$ cat src/rtl/kp_pkg.sv
package kp_pkg;
    localparam int NUM_ROWS = 4;
    localparam int NUM_COLS = 4;
    localparam int RW = $clog2(NUM_ROWS);
    localparam int CW = $clog2(NUM_COLS);

    typedef struct packed {
        logic       found;
        logic [3:0] code;
    } scan_res_t;

    // Hex code of the key at row r, column c of the keypad.
    function automatic logic [3:0] key_code(logic [RW-1:0] r, logic [CW-1:0] c);
        logic [3:0] rr;
        logic [3:0] cc;
        rr = {{(4-RW){1'b0}}, r};
        cc = {{(4-CW){1'b0}}, c};
        if (cc == 4'd3)
            return 4'hA + rr;
        else if (rr == 4'd3)
            return (cc == 4'd0) ? 4'hE : (cc == 4'd1) ? 4'h0 : 4'hF;
        else
            return rr * 4'd3 + cc + 4'd1;
    endfunction
endpackage

$ cat src/rtl/kp_row_sequencer.sv
module kp_row_sequencer
    import kp_pkg::*;
#(
    parameter int DWELL_CYCLES = 4
) (
    input  logic                clk,
    input  logic                rst,
    output logic [NUM_ROWS-1:0] row_o,
    output logic [RW-1:0]       row_idx_o,
    output logic                sample_o,
    output logic                last_row_o
);
    localparam int DCW = (DWELL_CYCLES > 1) ? $clog2(DWELL_CYCLES) : 1;
    localparam logic [DCW-1:0] DWELL_LAST = DCW'(DWELL_CYCLES - 1);
    localparam logic [RW-1:0]  ROW_LAST   = RW'(NUM_ROWS - 1);

    typedef struct packed {
        logic [DCW-1:0] cnt;
        logic [RW-1:0]  idx;
    } seq_t;

    seq_t st_d, st_q;

    always_comb begin
        st_d = st_q;
        if (st_q.cnt == DWELL_LAST) begin
            st_d.cnt = '0;
            st_d.idx = (st_q.idx == ROW_LAST) ? '0 : st_q.idx + 1'b1;
        end else begin
            st_d.cnt = st_q.cnt + 1'b1;
        end
    end

    always_ff @(posedge clk) begin
        if (rst) st_q <= '0;
        else     st_q <= st_d;
    end

    for (genvar g = 0; g < NUM_ROWS; g++) begin : g_row
        assign row_o[g] = (st_q.idx == RW'(g));
    end

    assign row_idx_o  = st_q.idx;
    assign sample_o   = (st_q.cnt == DWELL_LAST);
    assign last_row_o = sample_o && (st_q.idx == ROW_LAST);

    // at the end of a dwell, the drive moves to the next row in rotation.
    a_r2_row_advance: assert property (@(posedge clk) disable iff (rst)
        sample_o |=> (row_o == {$past(row_o[NUM_ROWS-2:0]), $past(row_o[NUM_ROWS-1])}));
    // inside a dwell, the drive does not move.
    a_r2_row_hold: assert property (@(posedge clk) disable iff (rst)
        !sample_o |=> $stable(row_o));
endmodule

$ cat src/rtl/kp_col_sync.sv
module kp_col_sync #(
    parameter int WIDTH = 4
) (
    input  logic             clk,
    input  logic             rst,
    input  logic [WIDTH-1:0] async_i,
    output logic [WIDTH-1:0] sync_o
);
    typedef struct packed {
        logic [WIDTH-1:0] meta;
        logic [WIDTH-1:0] stable;
    } sync_t;

    sync_t s_d, s_q;

    always_comb begin
        s_d.meta   = async_i;
        s_d.stable = s_q.meta;
    end

    always_ff @(posedge clk) begin
        if (rst) s_q <= '0;
        else     s_q <= s_d;
    end

    assign sync_o = s_q.stable;
endmodule

$ cat src/rtl/kp_key_filter.sv
module kp_key_filter
    import kp_pkg::*;
#(
    parameter int STABLE_SCANS = 2
) (
    input  logic                clk,
    input  logic                rst,
    input  logic                sample_i,
    input  logic                last_row_i,
    input  logic [RW-1:0]       row_idx_i,
    input  logic [NUM_COLS-1:0] cols_i,
    output logic [3:0]          code_o,
    output logic                valid_o
);
    localparam int SCW = $clog2(STABLE_SCANS + 1);
    localparam logic [SCW-1:0] STABLE_N = SCW'(STABLE_SCANS);

    typedef struct packed {
        scan_res_t      frame;
        scan_res_t      cand;
        logic [SCW-1:0] cnt;
        scan_res_t      held;
        logic [3:0]     code;
        logic           valid;
    } filt_t;

    filt_t f_d, f_q;
    scan_res_t cur;
    logic [CW-1:0] low_col;

    always_comb begin
        low_col = '0;
        for (int j = NUM_COLS - 1; j >= 0; j--)
            if (cols_i[j]) low_col = CW'(j);
    end

    always_comb begin
        f_d       = f_q;
        f_d.valid = 1'b0;
        cur       = f_q.frame;
        if (sample_i && !cur.found && (|cols_i)) begin
            cur.found = 1'b1;
            cur.code  = key_code(row_idx_i, low_col);
        end
        if (sample_i) begin
            if (last_row_i) begin
                f_d.frame = '0;
                if (cur == f_q.cand) begin
                    if (f_q.cnt != STABLE_N) f_d.cnt = f_q.cnt + 1'b1;
                end else begin
                    f_d.cand = cur;
                    f_d.cnt  = SCW'(1);
                end
                if (f_d.cnt == STABLE_N && f_d.cand != f_q.held) begin
                    f_d.held = f_d.cand;
                    if (f_d.cand.found) begin
                        f_d.code  = f_d.cand.code;
                        f_d.valid = 1'b1;
                    end
                end
            end else begin
                f_d.frame = cur;
            end
        end
    end

    always_ff @(posedge clk) begin
        if (rst) f_q <= '0;
        else     f_q <= f_d;
    end

    assign code_o  = f_q.code;
    assign valid_o = f_q.valid;

    // the strobe never lasts more than one clock.
    a_r6_single_pulse: assert property (@(posedge clk) disable iff (rst)
        valid_o |=> !valid_o);
    // the code changes only together with a strobe.
    a_r8_code_held: assert property (@(posedge clk) disable iff (rst)
        1'b1 |=> (valid_o || $stable(code_o)));
    // a strobe only follows the end of a complete scan.
    a_r5_after_scan: assert property (@(posedge clk) disable iff (rst)
        valid_o |-> $past(last_row_i));
endmodule

$ cat src/rtl/keypad_scan_enc.sv
module keypad_scan_enc
    import kp_pkg::*;
#(
    parameter int DWELL_CYCLES = 4,
    parameter int STABLE_SCANS = 2
) (
    input  logic       clk,
    input  logic       rst,
    input  logic [3:0] col_i,
    output logic [3:0] row_o,
    output logic [3:0] key_code_o,
    output logic       key_valid_o
);
    logic [RW-1:0]       row_idx;
    logic                sample;
    logic                last_row;
    logic [NUM_COLS-1:0] cols_s;

    kp_row_sequencer #(.DWELL_CYCLES(DWELL_CYCLES)) u_seq (
        .clk        (clk),
        .rst        (rst),
        .row_o      (row_o),
        .row_idx_o  (row_idx),
        .sample_o   (sample),
        .last_row_o (last_row)
    );

    kp_col_sync #(.WIDTH(NUM_COLS)) u_sync (
        .clk     (clk),
        .rst     (rst),
        .async_i (col_i),
        .sync_o  (cols_s)
    );

    kp_key_filter #(.STABLE_SCANS(STABLE_SCANS)) u_filt (
        .clk        (clk),
        .rst        (rst),
        .sample_i   (sample),
        .last_row_i (last_row),
        .row_idx_i  (row_idx),
        .cols_i     (cols_s),
        .code_o     (key_code_o),
        .valid_o    (key_valid_o)
    );

    // reset puts the scan on row 0 and clears the code and the strobe.
    a_r1_reset_state: assert property (@(posedge clk)
        rst |=> (row_o == 4'b0001 && key_code_o == 4'h0 && !key_valid_o));
endmodule

$ cat config.mk
export PLATFORM = sky130hd
export DESIGN_NAME = keypad_scan_enc
export DESIGN_NICKNAME = d
export VERILOG_FILES = /design/src/rtl/kp_pkg.sv /design/src/rtl/kp_row_sequencer.sv /design/src/rtl/kp_col_sync.sv /design/src/rtl/kp_key_filter.sv /design/src/rtl/keypad_scan_enc.sv
export SDC_FILE = /design/constraint.sdc
export NUM_CORES = 1
export LEC_CHECK = 0
export ABC_CLOCK_PERIOD_IN_PS = 3300
export BUFFER_PORTS_ARGS = -buffer_cell sky130_fd_sc_hd__buf_2
export CORE_MARGIN = 2
export CORE_UTILIZATION = 53
export CTS_CLUSTER_SIZE = 30
export DETAILED_ROUTE_END_ITERATION = 8
export PLACE_DENSITY = 0.75
export SLEW_MARGIN = 20
export SYNTH_ARGS = -nofsm -noshare
export SYNTH_HDL_FRONTEND = slang
export SYNTH_SLANG_ARGS = --single-unit
$ cat constraint.sdc
create_clock -name clk -period 3.3 [get_ports clk]
set_input_delay 0 -clock clk [delete_from_list [all_inputs] [get_ports clk]]
set_output_delay 0 -clock clk [all_outputs]
set_load 0.01 [all_outputs]
==> PnR_summary.wiki, run 1 <==
{| class="wikitable"
! Metric !! Value
|-
| Static Leak || a little over 1 nW
|-
| Stages on the worst setup path || 13
|-
| CP Launch Type || flop
|-
| Number of antenna violations at the first check in global routing || 0
|-
| I/O pin cnt || 15
|-
| Cells along the critical path || nor2_2 > nor3_2 > fa_1 > inv_2 > fa_1 > nor2b_1 > a311o_1 > a2bb2oi_4 > xnor2_2 > nand2_1 > nor3_1 > a32oi_1 > nor2_1
|-
| Portion of the post-synthesis area used by sequential elements || 0.3478
|-
| Minimum period implied by the final worst setup slack || 3177 ps
|-
| Port bufs || 14
|-
| Rows || 22
|-
| Critical path class || flop to flop
|-
| Area overhead of the layout relative to synthesis || 15.92%
|-
| Destination of the critical timing path || u_filt.f_q[11]
|-
| Normalized max-slew margin || 0.5777
|-
| Yosys Warn Count || 0
|-
| Data arrival at the endpoint of the critical path || 3390 ps
|-
| Stage delay of the slowest cell on the critical path || 550 ps
|-
| Proportion of power drawn by flip-flops and latches || 0.521
|-
| Post-route setup slack || 123.0 ps
|-
| Non-filler instance count after layout || 268
|-
| Global Route Usage Sum || 0.1947
|-
| Result of the run || complete, no violations
|-
| Max-slew violation count || 0
|-
| Final Routed Wirelength || 3597 µm
|-
| Starting DRC count in detailed routing || 60
|-
| Timing-limited maximum frequency || 314.8 MHz
|-
| Clock tree from TritonCTS || built
|-
| Post-synth EDFFs || 0
|-
| Reg-to-Reg End || u_filt.f_q[11]
|-
| Most area-hungry cell type in the Yosys netlist || sky130_fd_sc_hd__dfxtp_1
|-
| Flop2flop setup slack || 120 ps
|-
| Top cell by count, worst path || sky130_fd_sc_hd__fa_1
|-
| H-tree depth reported by CTS || 2
|-
| Number of buffers added by the clock tree synthesis step || 5
|-
| Final weighted congestion of routability-driven global placement || 0.8074
|-
| Power Internal || 612.8 µW
|-
| Top Family by Delay on Critical Path || adder cells
|-
| Max clock buf depth || 2
|-
| Area of combinational cells with multiple inputs || 0.001182 mm²
|-
| Detailed-route wire length per cell || 13.42 µm
|-
| Data required time of the critical path || 3520 ps
|-
| Number of vias per cell || 5.160
|-
| Average cell area after synthesis || roughly 10 µm²
|-
| Distinct cell type count after synthesis || 50
|-
| CTS sink count || 34
|-
| Flip-flop and latch count after synthesis || 34
|-
| Critical Path Start || u_sync.sync_o[2]
|-
| Total number of vias || ~1,400
|-
| Number of maximum-capacitance constraint violations || 0
|-
| Share of post-route cells with drive strength above 1 || 0.2955
|-
| Number of remaining DRC errors || 0
|-
| Number of cells on the worst hold path || 2
|-
| Antenna Nets Post-Route || 0
|-
| Area occupied by registers || around 680 µm²
|-
| Die outline area || about 0.0042 mm²
|-
| Die boundary width || between 60 and 70 µm
|-
| Power density of the placed cells || 359.4 mW/mm²
|-
| Power dissipated by switching net loads || 202.6 µW
|-
| Area contributors post-synth || sky130_fd_sc_hd__dfxtp_1 (35%), sky130_fd_sc_hd__ha_1 (5.8%), sky130_fd_sc_hd__nor2b_1 (5.8%), sky130_fd_sc_hd__mux2i_1 (4.1%), sky130_fd_sc_hd__nor2_1 (4.0%)
|-
| Number of global-route vias before repair || 1,372
|-
| Critical register-to-register path startpoint || u_sync.sync_o[2]
|-
| Area share of the leading cell type in the synthesized netlist || 0.3478
|-
| Placed cells || about 250
|-
| Cells on worst reg2reg path || 13
|-
| CTS root buf || sky130_fd_sc_hd__clkbuf_8
|-
| Placeable core area || roughly 0.0036 mm²
|-
| Fraction of power spent switching nets || 0.2484
|-
| Worst setup EP type || flop
|-
| Detailed Place HPWL || 2673 µm
|-
| Slowest cell on the critical path || sky130_fd_sc_hd__fa_1
|-
| Clk_lat worst skew || 290 ps
|-
| Pin count of the biggest net entering global routing || 39
|-
| Peak supply drop || 0.0002153 V
|-
| Synthesized cell area || between 0.0015 and 0.002 mm²
|-
| Number of fill cells || 308
|-
| # diodes || 0
|-
| Global-route wire length before repair || 6058 µm
|-
| Hold violation count in the final report || 0
|-
| Pre-CTS setup slack || -79.90 ps
|-
| Most used flip-flop cell after synthesis || sky130_fd_sc_hd__dfxtp_1
|-
| Total congestion overflow || 0
|-
| Type of the worst min-delay path || input pin to flop
|-
| # setup viols final || 0
|-
| Clock transition at the register clock pins on the worst setup and hold paths after CTS || approximately 60 ps
|-
| First-pass DRT Iterations || 4
|-
| Worst Path Buf+Inv || 1
|-
| Die height || 64.77 µm
|-
| Portion of total power attributed to the clock network || 0.345
|-
| Total number of nets in the final design || 237
|-
| Async S/R FF share, synth || 0
|-
| Final setup skew || 7.167 ps
|-
| Combinational cell fraction of total power || 0.133
|-
| Syn nets || approximately 210
|-
| Final cycle utilization of the critical path || 0.9627
|-
| Number of cells produced by synthesis || roughly 190
|-
| Maximum net fanout on the critical path || 4
|-
| Initial Util || 0.5427
|-
| Transition time of the tightest slew-check pin || 633.5 ps
|}
==> logic make-up after synthesis <==
kind of cell,after synthesis,share of synthesized area
muxes,11,0.06394
xor gates and xnor gates,13,0.08313
buffers and inverters,24,0.06330
DFF,34,0.3478
and+or+nand+nor,72,0.2276
adders and majority gates,11,0.07801
AOI/OAI and AO/OA,27,0.1362
==> timing repair <==
item,in CTS,in global routing
endpoints found under the hold margin,4,0
pin swaps,1,2
gates cloned,0,0
hold buffers,4,0
resized for setup,1,6
endpoints found under the setup margin,4,7
buffers inserted,2,2
==> state kept, by name, summed over array words and instances (netlist names) <==
| signal | count |
|---|---|
| u_filt.code_o | 4 |
| u_filt.valid_o | 1 |
| u_filt.f_q | 17 |
| u_sync.s_d | 4 |
| u_seq.st_q | 2 |
| u_sync.sync_o | 4 |
| u_seq.row_idx_o | 2 |
==> placed cells by master (no fill, tap or decap), types with 3 or more instances in the layout <==
master / n
sky130_fd_sc_hd__nor2_1: 20
sky130_fd_sc_hd__buf_2: 14
sky130_fd_sc_hd__dlygate4sd3_1: 4
sky130_fd_sc_hd__nand2_1: 6
sky130_fd_sc_hd__xnor2_1: 5
sky130_fd_sc_hd__a21oi_1: 7
sky130_fd_sc_hd__nor2b_1: 18
sky130_fd_sc_hd__buf_4: 15
sky130_fd_sc_hd__inv_1: 11
sky130_fd_sc_hd__a211oi_1: 4
sky130_fd_sc_hd__ha_1: 9
sky130_fd_sc_hd__nor3_1: 3
sky130_fd_sc_hd__clkbuf_8: 5
sky130_fd_sc_hd__xor2_1: 3
sky130_fd_sc_hd__mux2i_1: 8
sky130_fd_sc_hd__nand2b_1: 5
sky130_fd_sc_hd__mux2_4: 3
sky130_fd_sc_hd__dfxtp_1: 33
sky130_fd_sc_hd__xor2_2: 3
==> synth_stat cells, types with 2 or more instances <==
library cell	instances
sky130_fd_sc_hd__a211oi_1	4
sky130_fd_sc_hd__a211oi_2	2
sky130_fd_sc_hd__a21oi_1	7
sky130_fd_sc_hd__a22oi_4	2
sky130_fd_sc_hd__buf_4	5
sky130_fd_sc_hd__buf_6	2
sky130_fd_sc_hd__clkbuf_1	5
sky130_fd_sc_hd__dfxtp_1	34
sky130_fd_sc_hd__fa_1	2
sky130_fd_sc_hd__ha_1	9
sky130_fd_sc_hd__inv_1	12
sky130_fd_sc_hd__mux2_4	3
sky130_fd_sc_hd__mux2i_1	8
sky130_fd_sc_hd__nand2_1	6
sky130_fd_sc_hd__nand2b_1	5
sky130_fd_sc_hd__nand3_2	2
sky130_fd_sc_hd__nor2_1	21
sky130_fd_sc_hd__nor2b_1	18
sky130_fd_sc_hd__nor3_1	5
sky130_fd_sc_hd__nor3b_1	2
sky130_fd_sc_hd__xnor2_1	5
sky130_fd_sc_hd__xor2_1	3
sky130_fd_sc_hd__xor2_2	3
==> power by group through the flow <==
| stage | clock (mW) | sequential, mW | combinational, mW |
|---|---|---|---|
| 6_report | 0.281 | 0.425 | 0.109 |
| 5_1_grt | 0.313 | 0.426 | 0.120 |
| 4_1_cts | 0.295 | 0.425 | 0.106 |
| 3_5_place_dp | 0 | 0.434 | 0.0990 |
| 3_3_place_gp | 0 | 0.433 | 0.0929 |
| 2_1_floorplan | 0 | 0.436 | 0.0719 |
==> cell type report <==
class | count | share of cell area
inverters | 12 | 0.01986
clock buffers | 7 | 0.03365
well taps | 48 | 0.02648
multi-input cells | 134 | 0.5212
flip-flops and latches | 34 | 0.3006
repair buffers | 33 | 0.09818
==> per-layer routing <==
| metal | track usage | routed length (µm) | up-vias | part of all wire |
|---|---|---|---|---|
| met4 | 0.1011 | 64 | 0 | 0.018 |
| met1 | 0.2007 | 1518 | 663 | 0.42 |
| li1 | - | - | 696 | - |
| met3 | 0.06424 | 107 | 6 | 0.030 |
| met5 | 0 | 0 | - | 0 |
| met2 | 0.3479 | 1905 | 18 | 0.53 |
==> how the worst min path moves through the flow <==
stage | startpoint | endpoint | slack (ps)
floorplan | col_i[0] | u_sync.s_d[0] | 130
global placement | col_i[3] | u_sync.s_d[3] | 210
detailed placement | col_i[3] | u_sync.s_d[3] | 230
CTS | rst | u_filt.f_q[6] | 220
global route | rst | u_filt.f_q[6] | 230
finish | rst | u_filt.f_q[8] | 220
==> per-stage QoR <==
step                  util  instance area (µm²)  TNS (ps)  hold slack, ps  total power, mW
global route        0.6291                 2268    -43.36           234.5           0.8593
floorplan                -                 1957         0           128.2           0.5077
CTS                 0.6194                 2233         0           217.2           0.8261
detailed placement  0.5798                 2091    -215.6           226.3           0.5327
global placement    0.5798                 2091         0           214.9           0.5263
finish              0.6291                 2268         0           221.4           0.8153
No activity file was read; power rests on OpenSTA's default activity.
==> run 2: changes to the inputs <==
Settings changed: ABC_CLOCK_PERIOD_IN_PS 3300 to 3200, CORE_UTILIZATION 53 to 55, PLACE_DENSITY 0.75 to 0.74.
Clock period 3.3 ns to 3.2 ns, I/O delays scaled along.
==> PnR_summary.wiki, run 2 (synthesis results as in run 1) <==
{| class="wikitable"
! Metric !! Value
|-
| Number of vias per cell || 5.288 (was 5.160)
|-
| Data arrival at the endpoint of the critical path || 3510 ps (was 3390 ps)
|-
| Largest register by flop count || u_filt.f_q (unchanged)
|-
| Post-route setup slack || -58.78 ps (was 123.0 ps)
|-
| Pre-CTS setup slack || -55.93 ps (was -79.90 ps)
|-
| Final core utilization || 0.6818 (was 0.6291)
|-
| Flop2flop setup slack || -60 ps (was 120 ps)
|-
| Final weighted congestion of routability-driven global placement || 0.8360 (was 0.8074)
|-
| Critical register-to-register path startpoint || u_sync.sync_o[2] (unchanged)
|-
| Critical path class || flop to flop (unchanged)
|-
| Non-filler instance count after layout || 267 (was 268)
|-
| Clock transition at the register clock pins on the worst setup and hold paths after CTS || 120 ps (was 60 ps)
|-
| Number of buffers added by the clock tree synthesis step || 5 (unchanged)
|-
| Met1 routing resource usage after global routing || 0.2691 (was 0.2007)
|-
| Power Total || 880.5 µW (was 815.3 µW)
|-
| Final setup skew || 6.682 ps (was 7.167 ps)
|-
| Max-slew violation count || 0 (unchanged)
|-
| Total number of vias || 1,412 (was 1,383)
|-
| Stage delay of the slowest cell on the critical path || 520 ps (was 550 ps)
|-
| Max clock buf depth || 2 (unchanged)
|-
| Die height || 63.65 µm (was 64.77 µm)
|-
| Met3 GRT Util || 0.06429 (was 0.06424)
|-
| Startpoint of the lowest-slack hold path || rst (unchanged)
|-
| Final Routed Wirelength || 3909 µm (was 3597 µm)
|-
| Global-route met2 utilization || 0.3316 (was 0.3479)
|-
| Timing-limited maximum frequency || 306.9 MHz (was 314.8 MHz)
|-
| Minimum period implied by the final worst setup slack || 3259 ps (was 3177 ps)
|-
| Area overhead of the layout relative to synthesis || 18.09% (was 15.92%)
|-
| Reg-to-Reg End || u_filt.f_q[9] (was u_filt.f_q[11])
|-
| Number of maximum-capacitance constraint violations || 0 (unchanged)
|-
| Share of post-route cells with drive strength above 1 || 0.3213 (was 0.2955)
|-
| RSZ-0062 raised after global routing || yes
|-
| Violations in the final reports || setup timing
|-
| Number of remaining DRC errors || 0 (unchanged)
|-
| Total number of nets in the final design || 237 (unchanged)
|-
| Cells along the critical path || nor2_2 > nor3_2 > fa_1 > inv_2 > fa_1 > nor2b_1 > a311o_1 > a2bb2oi_4 > xor2_1 > nor3_2 > nand3_2 > nand2b_1 > mux2_4 (was nor2_2 > nor3_2 > fa_1 > inv_2 > fa_1 > nor2b_1 > a311o_1 > a2bb2oi_4 > xnor2_2 > nand2_1 > nor3_1 > a32oi_1 > nor2_1)
|-
| Result of the run || complete, but fails checks (was complete, no violations)
|-
| Commonest non-fill, non-tap cells in the layout || sky130_fd_sc_hd__dfxtp_1 (33), sky130_fd_sc_hd__nor2_1 (20), sky130_fd_sc_hd__nor2b_1 (18), sky130_fd_sc_hd__buf_2 (14), sky130_fd_sc_hd__buf_4 (13) (was sky130_fd_sc_hd__dfxtp_1 (33), sky130_fd_sc_hd__nor2_1 (20), sky130_fd_sc_hd__nor2b_1 (18), sky130_fd_sc_hd__buf_4 (15), sky130_fd_sc_hd__buf_2 (14))
|-
| Power density of the placed cells || 381.0 mW/mm² (was 359.4 mW/mm²)
|-
| Leading cell type in the layout, fill and taps excluded || sky130_fd_sc_hd__dfxtp_1 (unchanged)
|-
| Total congestion overflow || 0 (unchanged)
|-
| # diodes || 0 (unchanged)
|-
| Detailed-route wire length per cell || 14.64 µm (was 13.42 µm)
|-
| CTS root buf || sky130_fd_sc_hd__clkbuf_4 (was sky130_fd_sc_hd__clkbuf_8)
|-
| Detailed Place HPWL || 2577 µm (was 2673 µm)
|-
| Standard cell area after detailed placement || 0.002092 mm² (was 0.002091 mm²)
|-
| Hold Path Sink || u_seq.row_idx_o[0] (was u_filt.f_q[8])
|-
| Hold violation count in the final report || 0 (unchanged)
|-
| Worst setup EP type || flop (unchanged)
|-
| H-tree depth reported by CTS || 2 (unchanged)
|-
| # setup viols final || 3 (was 0)
|-
| Initial Util || 0.5773 (was 0.5427)
|-
| Rows || 21 (was 22)
|-
| Placeable core area || 0.003390 mm² (was 0.003606 mm²)
|-
| Peak-usage layer in the global routing report || met2 (unchanged)
|-
| Number of antenna violations at the first check in global routing || 0 (unchanged)
|-
| CP Launch Type || flop (unchanged)
|-
| Critical Path Start || u_sync.sync_o[2] (unchanged)
|-
| Clk_lat worst skew || 350 ps (was 290 ps)
|-
| Die outline area || 0.004051 mm² (was 0.004195 mm²)
|-
| Placed cells || 250 (was 253)
|-
| Data required time of the critical path || 3450 ps (was 3520 ps)
|-
| Port bufs || 14 (unchanged)
|-
| Starting DRC count in detailed routing || 85 (was 60)
|-
| Normalized max-slew margin || 0.5743 (was 0.5777)
|-
| I/O pin cnt || 15 (unchanged)
|-
| Largest register FFs || 17 (unchanged)
|-
| Number of cells on the worst hold path || 2 (unchanged)
|-
| Slowest cell on the critical path || sky130_fd_sc_hd__fa_1 (unchanged)
|-
| Peak supply drop || 0.0002656 V (was 0.0002153 V)
|-
| Clock tree from TritonCTS || built (unchanged)
|-
| First-pass DRT Iterations || 4 (unchanged)
|-
| CTS sink count || 34 (unchanged)
|-
| Final instance area || 0.002311 mm² (was 0.002268 mm²)
|-
| Antenna Nets Post-Route || 0 (unchanged)
|-
| Final cycle utilization of the critical path || 1.018 (was 0.9627)
|-
| Type of the worst min-delay path || input pin to flop (unchanged)
|-
| Global-route wire length before repair || 6437 µm (was 6058 µm)
|-
| Die boundary width || 63.65 µm (was 64.77 µm)
|-
| Maximum net fanout on the critical path || 3 (was 4)
|-
| Pin count of the biggest net entering global routing || 39 (unchanged)
|-
| Static Leak || 1.017 nW (was 1.011 nW)
|-
| Transition time of the tightest slew-check pin || 638.6 ps (was 633.5 ps)
|-
| Global Route Usage Sum || 0.2047 (was 0.1947)
|-
| Cells on worst reg2reg path || 13 (unchanged)
|-
| Number of global-route vias before repair || 1,371 (was 1,372)
|}
run 2: where the power goes:
group	internal [mW]	total, mW	leakage [nW]	switching [mW]
clock network	0.164	0.324	0.0374	0.160
logic	0.0519	0.118	0.703	0.0664
registers	0.433	0.438	0.277	0.00569
run 2: worst max-delay path by stage:
stage                                  end  slack [ps]  cells past startpoint
after global placement    u_filt.code_o[0]          40                     13
after floorplan              u_filt.f_q[9]          -6                     12
final                        u_filt.f_q[9]         -60                     13
after CTS                    u_filt.f_q[9]        -0.8                     13
after global routing         u_filt.f_q[9]        -150                     13
after detailed placement     u_filt.f_q[9]         -60                     13
run 2: what timing repair did:
action,CTS,global route
hold buffers,4,0
resized for setup,3,9
pin swaps,1,3
hold endpoints to repair,4,0
setup endpoints to repair,3,9
buffers inserted,1,4
run 2: metal layers:
| metal | vias up | wire (µm) | part of all wire |
|---|---|---|---|
| met5 | - | 0 | 0 |
| met4 | 0 | 59 | 0.015 |
| met3 | 7 | 153 | 0.039 |
| met2 | 26 | 1889 | 0.48 |
| met1 | 685 | 1807 | 0.46 |
| li1 | 694 | - | - |
run 2: worst max-delay path: cells and delay by family (launching register included):
kind                       cells  cell delay (ps)
xor gates and xnor gates       1              110
DFF                            1              340
muxes                          1              320
AOI/OAI and AO/OA              2              540
buffers and inverters          1               50
and+or+nand+nor                6              830
adders and majority gates      2              970
run 2: layout make-up:
type | count | area, µm²
multi-input cells | 134 | 1205
fillers | 261 | 1079
flip-flops and latches | 34 | 681.9
repair buffers | 33 | 239.0
well taps | 46 | 57.56
clock inverters | 3 | 45.04
inverters | 12 | 45.04
clock buffers | 5 | 37.54
run 2: metrics by stage:
step	TNS, ps	hold WS [ps]
global placement	0	218.7
floorplan	-6.445	128.2
detailed placement	-153.4	216.4
CTS	-0.8071	154.7
finish	-95.45	156.9
global route	-546.7	176.4
